**config.mk**
```make
export PLATFORM = sky130hd
export DESIGN_NAME = dma_chunk_seq
export DESIGN_NICKNAME = d
export VERILOG_FILES = /design/src/rtl/chunk_seq_pkg.sv /design/src/rtl/chunk_seq_offset.sv /design/src/rtl/chunk_seq_flush.sv /design/src/rtl/chunk_seq_ctrl.sv /design/src/rtl/dma_chunk_seq.sv
export SDC_FILE = /design/constraint.sdc
export NUM_CORES = 1
export LEC_CHECK = 0
export ABC_AREA = 1
export BUFFER_PORTS_ARGS = -buffer_cell sky130_fd_sc_hd__buf_2
export CAP_MARGIN = 15
export CORE_ASPECT_RATIO = 1.4
export CORE_MARGIN = 3
export CORE_UTILIZATION = 59
export CTS_CLUSTER_SIZE = 20
export DETAILED_ROUTE_END_ITERATION = 12
export PLACE_DENSITY = 0.88
export SLEW_MARGIN = 20
export SYNTH_ARGS = -nofsm -noshare
export SYNTH_HDL_FRONTEND = slang
export SYNTH_HIERARCHICAL = 1
export SYNTH_SLANG_ARGS = --single-unit
export TNS_END_PERCENT = 10
```
**constraint.sdc**
```tcl
create_clock -name clk -period 2.7 [get_ports clk]
set_input_delay 0.54 -clock clk [delete_from_list [all_inputs] [get_ports clk]]
set_output_delay 0.54 -clock clk [all_outputs]
set_load 0.02 [all_outputs]
```
**src/rtl/chunk_seq_pkg.sv**
```systemverilog
package chunk_seq_pkg;

    typedef enum logic [1:0] {
        OP_READ  = 2'd0,
        OP_WRITE = 2'd1,
        OP_TRIM  = 2'd2,
        OP_COPY  = 2'd3
    } sto_op_e;

    typedef enum logic [1:0] {
        ST_IDLE = 2'd0,
        ST_BUSY = 2'd1,
        ST_END  = 2'd2
    } seq_state_e;

    localparam logic [7:0] STAT_BUSY = 8'h80;
    localparam logic [7:0] STAT_DONE = 8'h50;
    localparam logic [7:0] STAT_FAIL = 8'h51;

    localparam logic [1:0] CMD_BAD = 2'd3;

    localparam int SECT_SHIFT = 9;
    localparam int BLK_SHIFT  = 11;

endpackage

```
**src/rtl/chunk_seq_offset.sv**
```systemverilog
module chunk_seq_offset #(
    parameter int LBA_W = 24,
    parameter int OFF_W = LBA_W + 12
) (
    input  logic             optical_i,
    input  logic [LBA_W-1:0] base_i,
    input  logic [OFF_W-1:0] idx_i,
    output logic [OFF_W-1:0] off_o
);
    import chunk_seq_pkg::*;

    logic [OFF_W-1:0] base_ext;

    always_comb begin
        base_ext = OFF_W'(base_i);
        if (optical_i) begin
            off_o = (base_ext << BLK_SHIFT) + idx_i;
        end else begin
            off_o = (base_ext << SECT_SHIFT) + idx_i;
        end
    end

endmodule

```
**src/rtl/chunk_seq_flush.sv**
```systemverilog
module chunk_seq_flush (
    input  logic clk,
    input  logic rst_n,
    input  logic flush_i,
    input  logic busy_i,
    output logic flush_ack_o
);

    typedef struct packed {
        logic pend;
        logic ack;
    } fl_t;

    fl_t d, q;

    always_comb begin
        d     = q;
        d.ack = 1'b0;
        if (q.pend || flush_i) begin
            if (busy_i) begin
                d.pend = 1'b1;
            end else begin
                d.pend = 1'b0;
                d.ack  = 1'b1;
            end
        end
    end

    always_ff @(posedge clk) begin
        if (!rst_n) begin
            q <= '0;
        end else begin
            q <= d;
        end
    end

    assign flush_ack_o = q.ack;

    p_ack_not_busy_r12: assert property (@(posedge clk) disable iff (!rst_n)
        flush_ack_o |-> !$past(busy_i));

    p_ack_single_r12: assert property (@(posedge clk) disable iff (!rst_n)
        flush_ack_o |=> !flush_ack_o || $past(flush_i));

endmodule

```
**src/rtl/chunk_seq_ctrl.sv**
```systemverilog
module chunk_seq_ctrl #(
    parameter int LBA_W  = 24,
    parameter int NSEC_W = 8,
    parameter int PKT_W  = 16,
    parameter int LEN_W  = 16,
    parameter int ADDR_W = 32,
    parameter int OFF_W  = LBA_W + 12
) (
    input  logic              clk,
    input  logic              rst_n,
    input  logic              start_i,
    input  logic              optical_i,
    input  logic [1:0]        cmd_i,
    input  logic [LBA_W-1:0]  sector_i,
    input  logic [NSEC_W-1:0] nsect_i,
    input  logic [PKT_W-1:0]  pkt_bytes_i,
    input  logic [LBA_W-1:0]  lba_i,
    input  logic              chunk_valid_i,
    input  logic [ADDR_W-1:0] chunk_addr_i,
    input  logic [LEN_W-1:0]  chunk_len_i,
    input  logic              sto_done_i,
    input  logic              sto_err_i,
    input  logic [OFF_W-1:0]  off_i,
    output logic              optical_o,
    output logic [LBA_W-1:0]  base_o,
    output logic [OFF_W-1:0]  idx_o,
    output logic              busy_o,
    output logic              sto_req_o,
    output logic [1:0]        sto_op_o,
    output logic [OFF_W-1:0]  sto_off_o,
    output logic [ADDR_W-1:0] sto_addr_o,
    output logic [LEN_W-1:0]  sto_len_o,
    output logic              dma_end_o,
    output logic              active_o,
    output logic              parked_o,
    output logic              cmd_ok_o,
    output logic              disk_irq_o,
    output logic              io_err_o,
    output logic              fatal_o,
    output logic [7:0]        status_o
);
    import chunk_seq_pkg::*;

    localparam int SEC_BYTES_W = NSEC_W + SECT_SHIFT;
    localparam int W_A   = (SEC_BYTES_W > PKT_W) ? SEC_BYTES_W : PKT_W;
    localparam int W_B   = (W_A > LEN_W) ? W_A : LEN_W;
    localparam int REM_W = W_B + 1;

    typedef struct packed {
        seq_state_e        st;
        logic              active;
        logic [REM_W-1:0]  rem;
        logic [OFF_W-1:0]  idx;
        logic              optical;
        logic [1:0]        cmd;
        logic [LBA_W-1:0]  base;
        logic              nolba;
        logic              copying;
        logic              req;
        sto_op_e           op;
        logic [OFF_W-1:0]  off;
        logic [ADDR_W-1:0] addr;
        logic [LEN_W-1:0]  len;
        logic              fin;
        logic              ok;
        logic              irq;
        logic              err;
        logic              fatal;
        logic              parked;
        logic [7:0]        status;
    } ctrl_t;

    ctrl_t d, q;

    logic [REM_W-1:0] rem_load;
    logic [REM_W-1:0] len_ext;
    logic             rem_pos;
    logic             len_below_rem;

    always_comb begin
        rem_load = optical_i ? REM_W'(pkt_bytes_i)
                             : REM_W'({nsect_i, {SECT_SHIFT{1'b0}}});
        len_ext       = REM_W'(chunk_len_i);
        rem_pos       = $signed(q.rem) > $signed(REM_W'(0));
        len_below_rem = $signed(len_ext) < $signed(q.rem);
    end

    always_comb begin
        d        = q;
        d.req    = 1'b0;
        d.fin    = 1'b0;
        d.ok     = 1'b0;
        d.irq    = 1'b0;
        d.err    = 1'b0;
        d.parked = 1'b0;

        unique case (q.st)
            ST_IDLE, ST_END: begin
                if (q.st == ST_END) begin
                    d.st = ST_IDLE;
                end
                if (start_i) begin
                    d.st      = ST_IDLE;
                    d.active  = 1'b1;
                    d.rem     = rem_load;
                    d.idx     = '0;
                    d.optical = optical_i;
                    d.cmd     = cmd_i;
                    d.base    = optical_i ? lba_i : sector_i;
                    d.nolba   = optical_i && (&lba_i);
                    d.fatal   = 1'b0;
                    d.status  = STAT_BUSY;
                end else if (q.st == ST_IDLE && chunk_valid_i) begin
                    if (!q.active) begin
                        d.parked = 1'b1;
                    end else if (!rem_pos) begin
                        d.st     = ST_END;
                        d.fin    = 1'b1;
                        d.active = 1'b0;
                        d.status = STAT_DONE;
                        d.ok     = q.optical;
                        d.irq    = !q.optical;
                    end else if (chunk_len_i == '0) begin
                        d.st  = ST_END;
                        d.fin = 1'b1;
                    end else if (q.nolba) begin
                        d.st      = ST_BUSY;
                        d.req     = 1'b1;
                        d.copying = 1'b1;
                        d.op      = OP_COPY;
                        d.off     = '0;
                        d.addr    = chunk_addr_i;
                        d.len     = len_below_rem ? chunk_len_i : LEN_W'(q.rem);
                    end else if (!q.optical && q.cmd == CMD_BAD) begin
                        d.st     = ST_END;
                        d.fin    = 1'b1;
                        d.fatal  = 1'b1;
                        d.active = 1'b0;
                    end else begin
                        d.st      = ST_BUSY;
                        d.req     = 1'b1;
                        d.copying = 1'b0;
                        d.op      = q.optical ? OP_READ : sto_op_e'(q.cmd);
                        d.off     = off_i;
                        d.addr    = chunk_addr_i;
                        d.len     = chunk_len_i;
                        d.rem     = q.rem - len_ext;
                        d.idx     = q.idx + OFF_W'(chunk_len_i);
                    end
                end
            end
            ST_BUSY: begin
                if (sto_done_i) begin
                    d.st  = ST_END;
                    d.fin = 1'b1;
                    if (sto_err_i) begin
                        d.err    = 1'b1;
                        d.active = 1'b0;
                        d.status = STAT_FAIL;
                    end else if (q.copying) begin
                        d.ok     = 1'b1;
                        d.active = 1'b0;
                        d.status = STAT_DONE;
                    end else if (!rem_pos) begin
                        d.active = 1'b0;
                        d.status = STAT_DONE;
                        d.ok     = q.optical;
                        d.irq    = !q.optical;
                    end
                end
            end
            default: d.st = ST_IDLE;
        endcase
    end

    always_ff @(posedge clk) begin
        if (!rst_n) begin
            q <= '0;
        end else begin
            q <= d;
        end
    end

    assign optical_o  = q.optical;
    assign base_o     = q.base;
    assign idx_o      = q.idx;
    assign busy_o     = (q.st == ST_BUSY);
    assign sto_req_o  = q.req;
    assign sto_op_o   = q.op;
    assign sto_off_o  = q.off;
    assign sto_addr_o = q.addr;
    assign sto_len_o  = q.len;
    assign dma_end_o  = q.fin;
    assign active_o   = q.active;
    assign parked_o   = q.parked;
    assign cmd_ok_o   = q.ok;
    assign disk_irq_o = q.irq;
    assign io_err_o   = q.err;
    assign fatal_o    = q.fatal;
    assign status_o   = q.status;

    p_park_quiet_r2: assert property (@(posedge clk) disable iff (!rst_n)
        parked_o |-> !sto_req_o && !dma_end_o && !active_o);

    p_done_pulse_r3: assert property (@(posedge clk) disable iff (!rst_n)
        (cmd_ok_o || disk_irq_o) |-> dma_end_o && !active_o && status_o == STAT_DONE);

    p_fatal_noreq_r8: assert property (@(posedge clk) disable iff (!rst_n)
        $rose(fatal_o) |-> dma_end_o && !sto_req_o);

    p_err_end_r9: assert property (@(posedge clk) disable iff (!rst_n)
        io_err_o |-> dma_end_o && !active_o && status_o == STAT_FAIL);

    p_copy_zero_off_r10: assert property (@(posedge clk) disable iff (!rst_n)
        (sto_req_o && sto_op_o == OP_COPY) |-> sto_off_o == '0);

    p_req_waits_r11: assert property (@(posedge clk) disable iff (!rst_n)
        sto_req_o |=> !dma_end_o);

    p_end_after_done_r11: assert property (@(posedge clk) disable iff (!rst_n)
        (dma_end_o && $past(busy_o)) |-> $past(sto_done_i));

    p_end_single_r11: assert property (@(posedge clk) disable iff (!rst_n)
        dma_end_o |=> !dma_end_o);

endmodule

```
**src/rtl/dma_chunk_seq.sv**
```systemverilog
module dma_chunk_seq #(
    parameter int LBA_W  = 24,
    parameter int NSEC_W = 8,
    parameter int PKT_W  = 16,
    parameter int LEN_W  = 16,
    parameter int ADDR_W = 32
) (
    input  logic                clk,
    input  logic                rst_n,
    input  logic                start_i,
    input  logic                optical_i,
    input  logic [1:0]          cmd_i,
    input  logic [LBA_W-1:0]    sector_i,
    input  logic [NSEC_W-1:0]   nsect_i,
    input  logic [PKT_W-1:0]    pkt_bytes_i,
    input  logic [LBA_W-1:0]    lba_i,
    input  logic                chunk_valid_i,
    input  logic [ADDR_W-1:0]   chunk_addr_i,
    input  logic [LEN_W-1:0]    chunk_len_i,
    input  logic                sto_done_i,
    input  logic                sto_err_i,
    input  logic                flush_i,
    output logic                sto_req_o,
    output logic [1:0]          sto_op_o,
    output logic [LBA_W+11:0]   sto_off_o,
    output logic [ADDR_W-1:0]   sto_addr_o,
    output logic [LEN_W-1:0]    sto_len_o,
    output logic                dma_end_o,
    output logic                active_o,
    output logic                parked_o,
    output logic                cmd_ok_o,
    output logic                disk_irq_o,
    output logic                io_err_o,
    output logic                fatal_o,
    output logic [7:0]          status_o,
    output logic                flush_ack_o
);

    localparam int OFF_W = LBA_W + 12;

    logic             cur_optical;
    logic [LBA_W-1:0] cur_base;
    logic [OFF_W-1:0] cur_idx;
    logic [OFF_W-1:0] cur_off;
    logic             busy;

    chunk_seq_offset #(
        .LBA_W (LBA_W),
        .OFF_W (OFF_W)
    ) i_offset (
        .optical_i (cur_optical),
        .base_i    (cur_base),
        .idx_i     (cur_idx),
        .off_o     (cur_off)
    );

    chunk_seq_ctrl #(
        .LBA_W  (LBA_W),
        .NSEC_W (NSEC_W),
        .PKT_W  (PKT_W),
        .LEN_W  (LEN_W),
        .ADDR_W (ADDR_W),
        .OFF_W  (OFF_W)
    ) i_ctrl (
        .clk           (clk),
        .rst_n         (rst_n),
        .start_i       (start_i),
        .optical_i     (optical_i),
        .cmd_i         (cmd_i),
        .sector_i      (sector_i),
        .nsect_i       (nsect_i),
        .pkt_bytes_i   (pkt_bytes_i),
        .lba_i         (lba_i),
        .chunk_valid_i (chunk_valid_i),
        .chunk_addr_i  (chunk_addr_i),
        .chunk_len_i   (chunk_len_i),
        .sto_done_i    (sto_done_i),
        .sto_err_i     (sto_err_i),
        .off_i         (cur_off),
        .optical_o     (cur_optical),
        .base_o        (cur_base),
        .idx_o         (cur_idx),
        .busy_o        (busy),
        .sto_req_o     (sto_req_o),
        .sto_op_o      (sto_op_o),
        .sto_off_o     (sto_off_o),
        .sto_addr_o    (sto_addr_o),
        .sto_len_o     (sto_len_o),
        .dma_end_o     (dma_end_o),
        .active_o      (active_o),
        .parked_o      (parked_o),
        .cmd_ok_o      (cmd_ok_o),
        .disk_irq_o    (disk_irq_o),
        .io_err_o      (io_err_o),
        .fatal_o       (fatal_o),
        .status_o      (status_o)
    );

    chunk_seq_flush i_flush (
        .clk         (clk),
        .rst_n       (rst_n),
        .flush_i     (flush_i),
        .busy_i      (busy),
        .flush_ack_o (flush_ack_o)
    );

endmodule

```
==> impl_metrics.json, run 1 <==
{
  "setup_viol": 0,
  "finalHoldViolCount": 0,
  "place_area_sq_um": 16300,
  "critPathBufInv": 1,
  "die_area_sq_um": 28600,
  "slowest_stage": "nor3_4",
  "start_kind": "flop",
  "finClkSkew_ns": 0.0182,
  "clkSinkCount": 189,
  "drc": 0,
  "initial_core_util": 0.600,
  "final_cell_area_sq_um": 17000,
  "synth_seq_area_share": 0.241,
  "vdd_drop_max_uv": 443,
  "numCtsBuffers": 17,
  "rsz0062_at_grt": "false",
  "layout.nets": 2904,
  "synth-main-ff-cell": "dfxtp_1",
  "dp_cells": 2979,
  "hold_slack_ns": 0.320,
  "slowest_delay_ns": 0.85,
  "synthesis.area_sq_um": 15700,
  "wirelength_mm": 55.8,
  "post-cts-setup-buffers": 0,
  "status": "finished clean",
  "cellLeakagePower_nw": 8.86,
  "powerDensity_nw_per_um2": 443,
  "clkTransAtPathRegs_ns": 0.09,
  "avgSynthCellArea_sq_um": 6.09,
  "syn_to_final_growth_pct": 8.23,
  "post_cts_resized": 0,
  "antenna_found_initial": 0,
  "max_cap_violations": 0,
  "routed_via_density": 5.71,
  "gp_congestion": 1.02,
  "synth_seq_cells": 189,
  "grt_pass1_wl_mm": 85.4,
  "crit_family": "simple AND/OR/NAND/NOR gates",
  "htreeDepth": 4,
  "num_vias": 17200,
  "die_height_um": 199,
  "critPathKind": "reg -> reg",
  "slew_viol_final": 0,
  "ant_nets": 0,
  "cts_root_buf": "clkbuf_16",
  "dp_hpwl_mm": 43.6,
  "chipWidth_um": 144,
  "cts_max_path_buffers": 2,
  "crit_fanout": 24,
  "synthArstFlopShare": 0,
  "synth_warnings": 6,
  "fp.coreArea_sq_um": 26200,
  "hold_buffers": 0,
  "synth_cells": 2579,
  "grt_start_max_net_pins": 67,
  "grt_pass1_vias": 16400,
  "firstDrtPassIters": 8,
  "finalPower_mw": 7.52,
  "rows": 70,
  "antenna_cells": 0,
  "grt_use_total": 0.383,
  "crit_arrival_ns": 2.89,
  "tritoncts": "yes",
  "overflow": 0,
  "worst_slew_pin_slew_ns": 1.03,
  "final_cells": 3011,
  "cp-end-kind": "flop",
  "drive_gt1_frac": 0.145,
  "routedWlPerCell_um": 18.5,
  "path_cells": "nor2_1 > nor2_1 > nand3_2 > nor3_4 > buf_4 > nand2_1 > a21oi_1",
  "pin_count": 233,
  "post-route-min-period_ns": 2.50,
  "path_common_cell": "nor2_1",
  "fin_util": 0.649,
  "clk_latency_ns": 0.46,
  "synth_cell_types": 51,
  "fmax_mhz": 399,
  "drt_iter0_drc": 1479,
  "maxSlewHeadroom": 0.310,
  "synthesis.nets": 2809,
  "synth_edf_count": 0,
  "post-route-period-util": 0.927,
  "hold_class": "in -> reg",
  "worstPathRequired_ns": 3.09,
  "io_buffers": 232
}
[sequential cells by signal (all words and copies together) (netlist names)]
signal and cells:
i_ctrl/active_o 1, i_ctrl/base_o 24, i_ctrl/cmd_ok_o 1, i_ctrl/disk_irq_o 1, i_ctrl/dma_end_o 1, i_ctrl/fatal_o 1
i_ctrl/idx_o 36, i_ctrl/io_err_o 1, i_ctrl/optical_o 1, i_ctrl/parked_o 1, i_ctrl/q 24, i_ctrl/status_o 8
i_ctrl/sto_addr_o 32, i_ctrl/sto_len_o 16, i_ctrl/sto_off_o 36, i_ctrl/sto_op_o 2, i_ctrl/sto_req_o 1, i_flush/flush_ack_o 1
i_flush/q 1
[cells in the mapped netlist (2+ instances only)]
cell type | instances | share of area
nand2_1 | 792 | 0.19
inv_1 | 303 | 0.072
a21oi_1 | 221 | 0.070
nand3_1 | 208 | 0.066
nor2_1 | 194 | 0.046
dfxtp_1 | 189 | 0.24
buf_4 | 168 | 0.080
o21ai_0 | 114 | 0.036
ha_1 | 96 | 0.076
clkbuf_1 | 41 | 0.0098
nand4_1 | 39 | 0.016
nor3_1 | 35 | 0.011
buf_2 | 23 | 0.0073
xor2_1 | 20 | 0.011
o21ai_1 | 14 | 0.0045
nand3b_1 | 13 | 0.0062
nand2_2 | 8 | 0.0032
and2_1 | 7 | 0.0028
nand3_2 | 7 | 0.0045
o21bai_1 | 7 | 0.0033
nor2_2 | 6 | 0.0024
nor4_1 | 6 | 0.0024
xnor2_1 | 6 | 0.0033
a22oi_1 | 5 | 0.0024
or2_2 | 5 | 0.0020
a21o_1 | 4 | 0.0019
a31oi_1 | 4 | 0.0016
buf_6 | 4 | 0.0029
fa_1 | 4 | 0.0051
a211oi_1 | 3 | 0.0014
a21oi_2 | 3 | 0.0017
nor2_4 | 3 | 0.0022
a21boi_0 | 2 | 0.00096
a22o_1 | 2 | 0.0011
buf_1 | 2 | 0.00048
clkinv_1 | 2 | 0.00048
inv_2 | 2 | 0.00048
o211ai_1 | 2 | 0.00096
o21a_1 | 2 | 0.00096
o31ai_1 | 2 | 0.00096
[worst paths after layout]
kind,startpoint,endpoint,slack (ns),cells after the start
worst max register to register,i_ctrl/q[102],i_ctrl/sto_off_o[35],0.20,7
worst min-delay path,chunk_addr_i[11],i_ctrl/sto_addr_o[11],0.32,3
worst max-delay path,i_ctrl/q[102],i_ctrl/sto_off_o[35],0.20,7
worst min register to register,i_ctrl/status_o[5],i_ctrl/status_o[5],0.43,2
[metrics by stage]
step	setup WS (ns)	setup TNS (ns)
2_1_floorplan	0.486	0
3_3_place_gp	0.00839	0
3_5_place_dp	-0.0504	-0.205
4_1_cts	0.0829	0
5_1_grt	0.0197	0
6_report	0.196	0
[cells in the final DEF, fill, tap and decap left out, drive strengths merged, types with 20 or more instances in the layout]
cell	instances
a21oi	224
xor2	20
dfxtp	189
nor3	37
nor2	203
o21ai	128
nand2	800
nand4	39
buf	314
nand3	215
inv	314
ha	96
[routing by layer]
| layer | wire length, um | up-vias | GRT usage |
|---|---|---|---|
| li1 | - | 8315 | - |
| met4 | 4450 | 0 | 0.264 |
| met1 | 19700 | 7853 | 0.405 |
| met2 | 28100 | 810 | 0.686 |
| met3 | 3560 | 213 | 0.0577 |
| met5 | 0 | - | 0 |
[worst register-to-register path, cell delays in order, from the launching register on]
cell	delay, ns
dfxtp_1	0.51
nor2_1	0.13
nor2_1	0.16
nand3_2	0.15
nor3_4	0.85
buf_4	0.40
nand2_1	0.08
a21oi_1	0.15
[final cells by class]
| type | count | area [sq um] |
|---|---|---|
| sequential | 189 | 3780 |
| multi-input combinational | 1844 | 9190 |
| inverter | 308 | 1160 |
| clock inverter | 15 | 214 |
| fill | 2469 | 9190 |
| tap | 324 | 405 |
| timing repair buffer | 314 | 1820 |
| clock buffer | 17 | 425 |
[cells by family (layout without fill, tap and decap cells)]
| kind of cell | count (synthesis) | count (layout) | share of synthesized area |
|---|---|---|---|
| buf+inv | 546 | 654 | 0.175 |
| flops | 189 | 189 | 0.241 |
| simple gates | 1330 | 1330 | 0.358 |
| fa+ha+maj | 100 | 100 | 0.0816 |
| xor+xnor | 26 | 26 | 0.0145 |
| compound gates | 388 | 388 | 0.130 |
[power breakdown]
part           internal (mW)  switching, mW  leakage, nW
sequential              2.90         0.0960         1.54
combinational          0.610           1.17         7.02
clock                   1.30           1.45        0.307
total                   4.81           2.72         8.86
(Power assumes the default switching activity.)
==> run 2, diff against run 1 <==
- clock period: 2.7 -> 2.4 ns (I/O delays scaled with it)
==> impl_metrics.json, run 2 (synthesized netlist as in run 1, its figures left out) <==
{
  "grtUsageMet2": 0.672,
  "crit_fanout": 6,
  "clkSinkCount": 189,
  "fmax_mhz": 436,
  "critPathKind": "reg -> reg",
  "maxSlewHeadroom": 0.369,
  "num_vias": 17400,
  "clkTransAtPathRegs_ns": 0.09,
  "grt_pass1_vias": 16800,
  "initial_core_util": 0.600,
  "clk_latency_ns": 0.46,
  "hold_class": "in -> reg",
  "cellLeakagePower_nw": 9.07,
  "grt_pass1_wl_mm": 86.2,
  "layout.nets": 2938,
  "slew_viol_final": 0,
  "post-cts-setup-buffers": 0,
  "post-route-period-util": 0.957,
  "tritoncts": "yes",
  "dp_hpwl_mm": 44.1,
  "netSwitchingFraction": 0.359,
  "cp-end-kind": "flop",
  "internal-power_mw": 5.50,
  "slowest_delay_ns": 0.71,
  "cts_root_buf": "clkbuf_16",
  "worst-r2r-cell-count": 7,
  "ant_nets": 0,
  "status": "finished clean",
  "drt_iter0_drc": 1427,
  "worstPathRequired_ns": 2.68,
  "path_cells": "nor2_1 > nand2_1 > nor2_1 > nand3_1 > nand2_1 > inv_1 > a2111oi_0",
  "slowest_stage": "a2111oi_0",
  "start_kind": "flop",
  "rows": 70,
  "r2r_end": "i_ctrl/disk_irq_o",
  "endpoint": "i_ctrl/disk_irq_o",
  "final.setup.tns_ns": 0,
  "grt_start_max_net_pins": 50,
  "io_buffers": 232,
  "finalHoldViolCount": 0,
  "crit_arrival_ns": 2.57,
  "final_common_cell": "nand2_1",
  "finClkSkew_ns": 0.0166,
  "p_clk_frac": 0.359,
  "post-route-min-period_ns": 2.30,
  "die_area_sq_um": 28600,
  "drc": 0,
  "p_comb_frac": 0.246,
  "routed_via_density": 5.72,
  "wirelength_mm": 55.8,
  "rsz0062_at_grt": "true",
  "antenna_found_initial": 2,
  "worst_slew_pin_slew_ns": 0.945,
  "htreeDepth": 4,
  "vdd_drop_max_uv": 424,
  "final_cell_mix": "nand2_1 (790), inv_1 (302), buf_2 (232), a21oi_1 (219), nand3_1 (206)",
  "p_switching_mw": 3.08,
  "r2r_setup_slack_ns": 0.10,
  "cts_max_path_buffers": 2,
  "grt-busiest-layer": "met2",
  "reg2reg_from": "i_ctrl/q[173]",
  "pin_count": 233,
  "hold_buffers": 0,
  "setup_viol": 0,
  "place_area_sq_um": 16700,
  "seqPwrFrac": 0.395,
  "overflow": 0,
  "powerDensity_nw_per_um2": 494,
  "fin_util": 0.663,
  "firstDrtPassIters": 6,
  "grt_use_total": 0.385,
  "syn_to_final_growth_pct": 10.6,
  "fp.coreArea_sq_um": 26200,
  "met1_usage": 0.404,
  "chipWidth_um": 144,
  "drive_gt1_frac": 0.161,
  "gp_congestion": 1.05,
  "grtUsageMet3": 0.0628,
  "routedWlPerCell_um": 18.3,
  "crit_start": "i_ctrl/q[173]",
  "numCtsBuffers": 17,
  "final_cell_area_sq_um": 17400,
  "max_cap_violations": 0,
  "die_height_um": 199
}
-- run 2: cell types whose count changed in the layout (fill, tap and decap cells not counted), moves of 3 or more --
cell / before / now
nor2_2: 6 / 10
dfxtp_2: 0 / 3
nor2_1: 193 / 189
buf_12: 3 / 9
dfxtp_1: 189 / 186
buf_4: 78 / 107
-- run 2: power by group through the flow --
stage	logic, mW	clock network, mW	registers (mW)
after floorplan	1.35	0	3.40
after global placement	2.02	0	3.45
after detailed placement	2.05	0	3.45
after CTS	2.06	3.11	3.38
after global routing	2.31	3.22	3.40
final	2.11	3.08	3.38
-- run 2: per-layer routing --
layer,up-vias,part of all wire
met5,-,0
met4,0,0.092
li1,8385,-
met1,7888,0.35
met2,884,0.50
met3,282,0.061
-- run 2: area by class of cell --
cell class	instances	area, sq um
Timing Repair Buffer	348	2140
Clock inverter	15	214
Tap cell	324	405
Sequential cell	189	3790
Fill cell	2443	8820
Inverter	308	1160
Antenna cell	2	5.00
Multi-Input combinational cell	1844	9230
Clock buffer	17	425
-- run 2: timing repair --
action,in CTS,in global routing
hold endpoints to repair,0,0
gates resized for setup,0,20
endpoints found under the setup margin,0,18
-- run 2: worst min path at each step --
stage,cells past startpoint,from,end
detailed placement,2,i_ctrl/status_o[5],i_ctrl/status_o[5]
global route,3,chunk_addr_i[30],i_ctrl/sto_addr_o[30]
CTS,3,chunk_addr_i[23],i_ctrl/sto_addr_o[23]
finish,3,chunk_addr_i[24],i_ctrl/sto_addr_o[24]
global placement,2,i_ctrl/status_o[1],i_ctrl/status_o[1]
floorplan,2,i_ctrl/status_o[1],i_ctrl/status_o[1]
-- run 2: per-stage QoR --
stage	power (mW)	hold slack [ns]	setup WS [ns]	std cells
after floorplan	4.76	0.415	0.246	2579
after global placement	5.47	0.420	-0.0517	3013
after detailed placement	5.50	0.425	-0.0355	3013
after CTS	8.56	0.251	0.0163	3045
after global routing	8.93	0.253	-0.0662	3047
final	8.58	0.264	0.104	3047
-- run 2: critical path, delay by kind of cell, from the launching register on --
| kind | cells | cell delay (ns) |
|---|---|---|
| compound gates | 1 | 0.71 |
| buf+inv | 1 | 0.10 |
| flops | 1 | 0.38 |
| simple gates | 5 | 0.92 |
==> run 3, diff against run 2 <==
- CORE_UTILIZATION: 59 -> 55
- PLACE_DENSITY: 0.88 -> 0.83
==> impl_metrics.json, run 3 (synthesized netlist as in run 1, its figures left out) <==
{
  "status": "finished clean",
  "clkTransAtPathRegs_ns": 0.08,
  "wirelength_mm": 55.2,
  "die_area_sq_um": 30600,
  "hold_slack_ns": 0.250,
  "initial_core_util": 0.564,
  "cellLeakagePower_nw": 9.16,
  "slowest_stage": "ha_1",
  "slew_viol_final": 0,
  "crit_fanout": 6,
  "drc": 0,
  "path_common_cell": "nand2_1",
  "clk_latency_ns": 0.47,
  "cts_root_buf": "clkbuf_16",
  "antenna_found_initial": 0,
  "ff_latch_area_sq_um": 3790,
  "final_common_cell": "nand2_1",
  "fp.coreArea_sq_um": 27800,
  "routed_via_density": 5.57,
  "hold_class": "in -> reg",
  "grt_pass1_vias": 16800,
  "numCtsBuffers": 17,
  "fmax_mhz": 438,
  "start_kind": "flop",
  "drive_gt1_frac": 0.164,
  "final_cells": 3107,
  "n_fill_cell": 2649,
  "max_cap_violations": 0,
  "layout.nets": 2954,
  "slowest_delay_ns": 0.43,
  "htreeDepth": 4,
  "gp_congestion": 0.983,
  "powerDensity_nw_per_um2": 491,
  "dp_hpwl_mm": 43.9,
  "syn_to_final_growth_pct": 11.9,
  "drt_iter0_drc": 1251,
  "num_vias": 17300,
  "rows": 72,
  "final_cell_mix": "nand2_1 (792), inv_1 (302), buf_2 (232), a21oi_1 (220), nand3_1 (206)",
  "pin_count": 233,
  "worstPathRequired_ns": 2.75,
  "multiInputGateArea_sq_um": 9210,
  "crit_arrival_ns": 2.63,
  "die_height_um": 206,
  "worst_slew_pin_slew_ns": 0.822,
  "post-route-period-util": 0.950,
  "io_buffers": 232,
  "hold_buffers": 0,
  "tritoncts": "yes",
  "ant_nets": 0,
  "critPathBufInv": 1,
  "grt_use_total": 0.353,
  "grt_pass1_wl_mm": 84.9,
  "overflow": 0,
  "setup_viol": 0,
  "chipWidth_um": 149,
  "worst_slack_ns": 0.119,
  "path_cells": "ha_1 > nand2_1 > inv_1 > nand2_1 > nor3_1 > nand3_1 > nand3_1 > nand2_1 > nand3_1 > nand2_1 > nand2_1 > a21oi_1",
  "critPathKind": "reg -> reg",
  "crit_family": "simple AND/OR/NAND/NOR gates",
  "vdd_drop_max_uv": 449,
  "cp-end-kind": "flop",
  "dp_cells": 3075,
  "pre_cts_ws_ns": -0.137,
  "rsz0062_at_grt": "true",
  "maxSlewHeadroom": 0.450,
  "grt_start_max_net_pins": 103,
  "finClkSkew_ns": 0.0231,
  "finalHoldViolCount": 0,
  "firstDrtPassIters": 6,
  "clkSinkCount": 189,
  "routedWlPerCell_um": 17.8,
  "antenna_cells": 0,
  "cts_max_path_buffers": 2,
  "post-route-min-period_ns": 2.28
}
[run 3: cell types whose count changed in the layout (fill, tap and decap cells not counted), sizes merged]
| cell | previous run | this run |
|---|---|---|
| diode | 2 | 0 |
| clkbuf | 17 | 18 |
| clkinvlp | 0 | 1 |
| bufinv | 0 | 2 |
| clkinv | 8 | 6 |
| buf | 348 | 364 |
| inv | 315 | 313 |
[run 3: layout make-up]
cell class	instances	area share
multi-input cells	1844	0.524
repair buffers	364	0.132
flip-flops and latches	189	0.216
clock buffers	18	0.0250
well taps	370	0.0263
clock inverters	14	0.0110
inverters	308	0.0659
[run 3: routing by layer]
metal  track usage  up-vias  wire [um]
met3        0.0456      246       3120
met1         0.352     7861      18900
met5             0        -          0
met2         0.657      776      28500
met4         0.273        0       4680
li1              -     8415          -
[run 3: worst reg2reg max path, delay by kind of cell, from the launching register on]
kind / cells / cell delay (ns)
and+or+nand+nor: 9 / 1.17
AOI/OAI and AO/OA: 1 / 0.05
DFF: 1 / 0.40
buffers and inverters: 1 / 0.09
adders and majority gates: 1 / 0.43
[run 3: final timing paths]
| kind | from | end | slack (ns) | cells past startpoint |
|---|---|---|---|---|
| setup / recovery | i_ctrl/idx_o[27] | i_ctrl/sto_off_o[28] | 0.12 | 12 |
| hold / removal | chunk_addr_i[17] | i_ctrl/sto_addr_o[17] | 0.25 | 3 |
| setup reg to reg | i_ctrl/idx_o[27] | i_ctrl/sto_off_o[28] | 0.12 | 12 |
| hold reg to reg | i_ctrl/status_o[3] | i_ctrl/status_o[3] | 0.44 | 2 |
[run 3: what timing repair did]
action                                  4_1_cts  5_1_grt
hold endpoints to repair                      0        0
resized for setup                             1       15
buffers inserted                              0        0
endpoints found under the setup margin        4       61
[run 3: stage by stage]
stage          power [mW]  cell area [sq um]  setup TNS (ns)  utilization
6_report             8.63              17600               0        0.631
5_1_grt              9.00              17600         -0.0192        0.631
4_1_cts              8.64              17500               0        0.630
3_5_place_dp         5.55              16900           -2.14        0.607
3_3_place_gp         5.52              16900           -1.43        0.607
2_1_floorplan        4.76              15700               0            -
[run 3: report_power, final]
| group | leakage (nW) | internal (mW) | switching (mW) |
|---|---|---|---|
| sequential | 1.54 | 3.26 | 0.106 |
| combinational | 7.32 | 0.810 | 1.36 |
| clock | 0.307 | 1.63 | 1.47 |
| total | 9.16 | 5.69 | 2.94 |
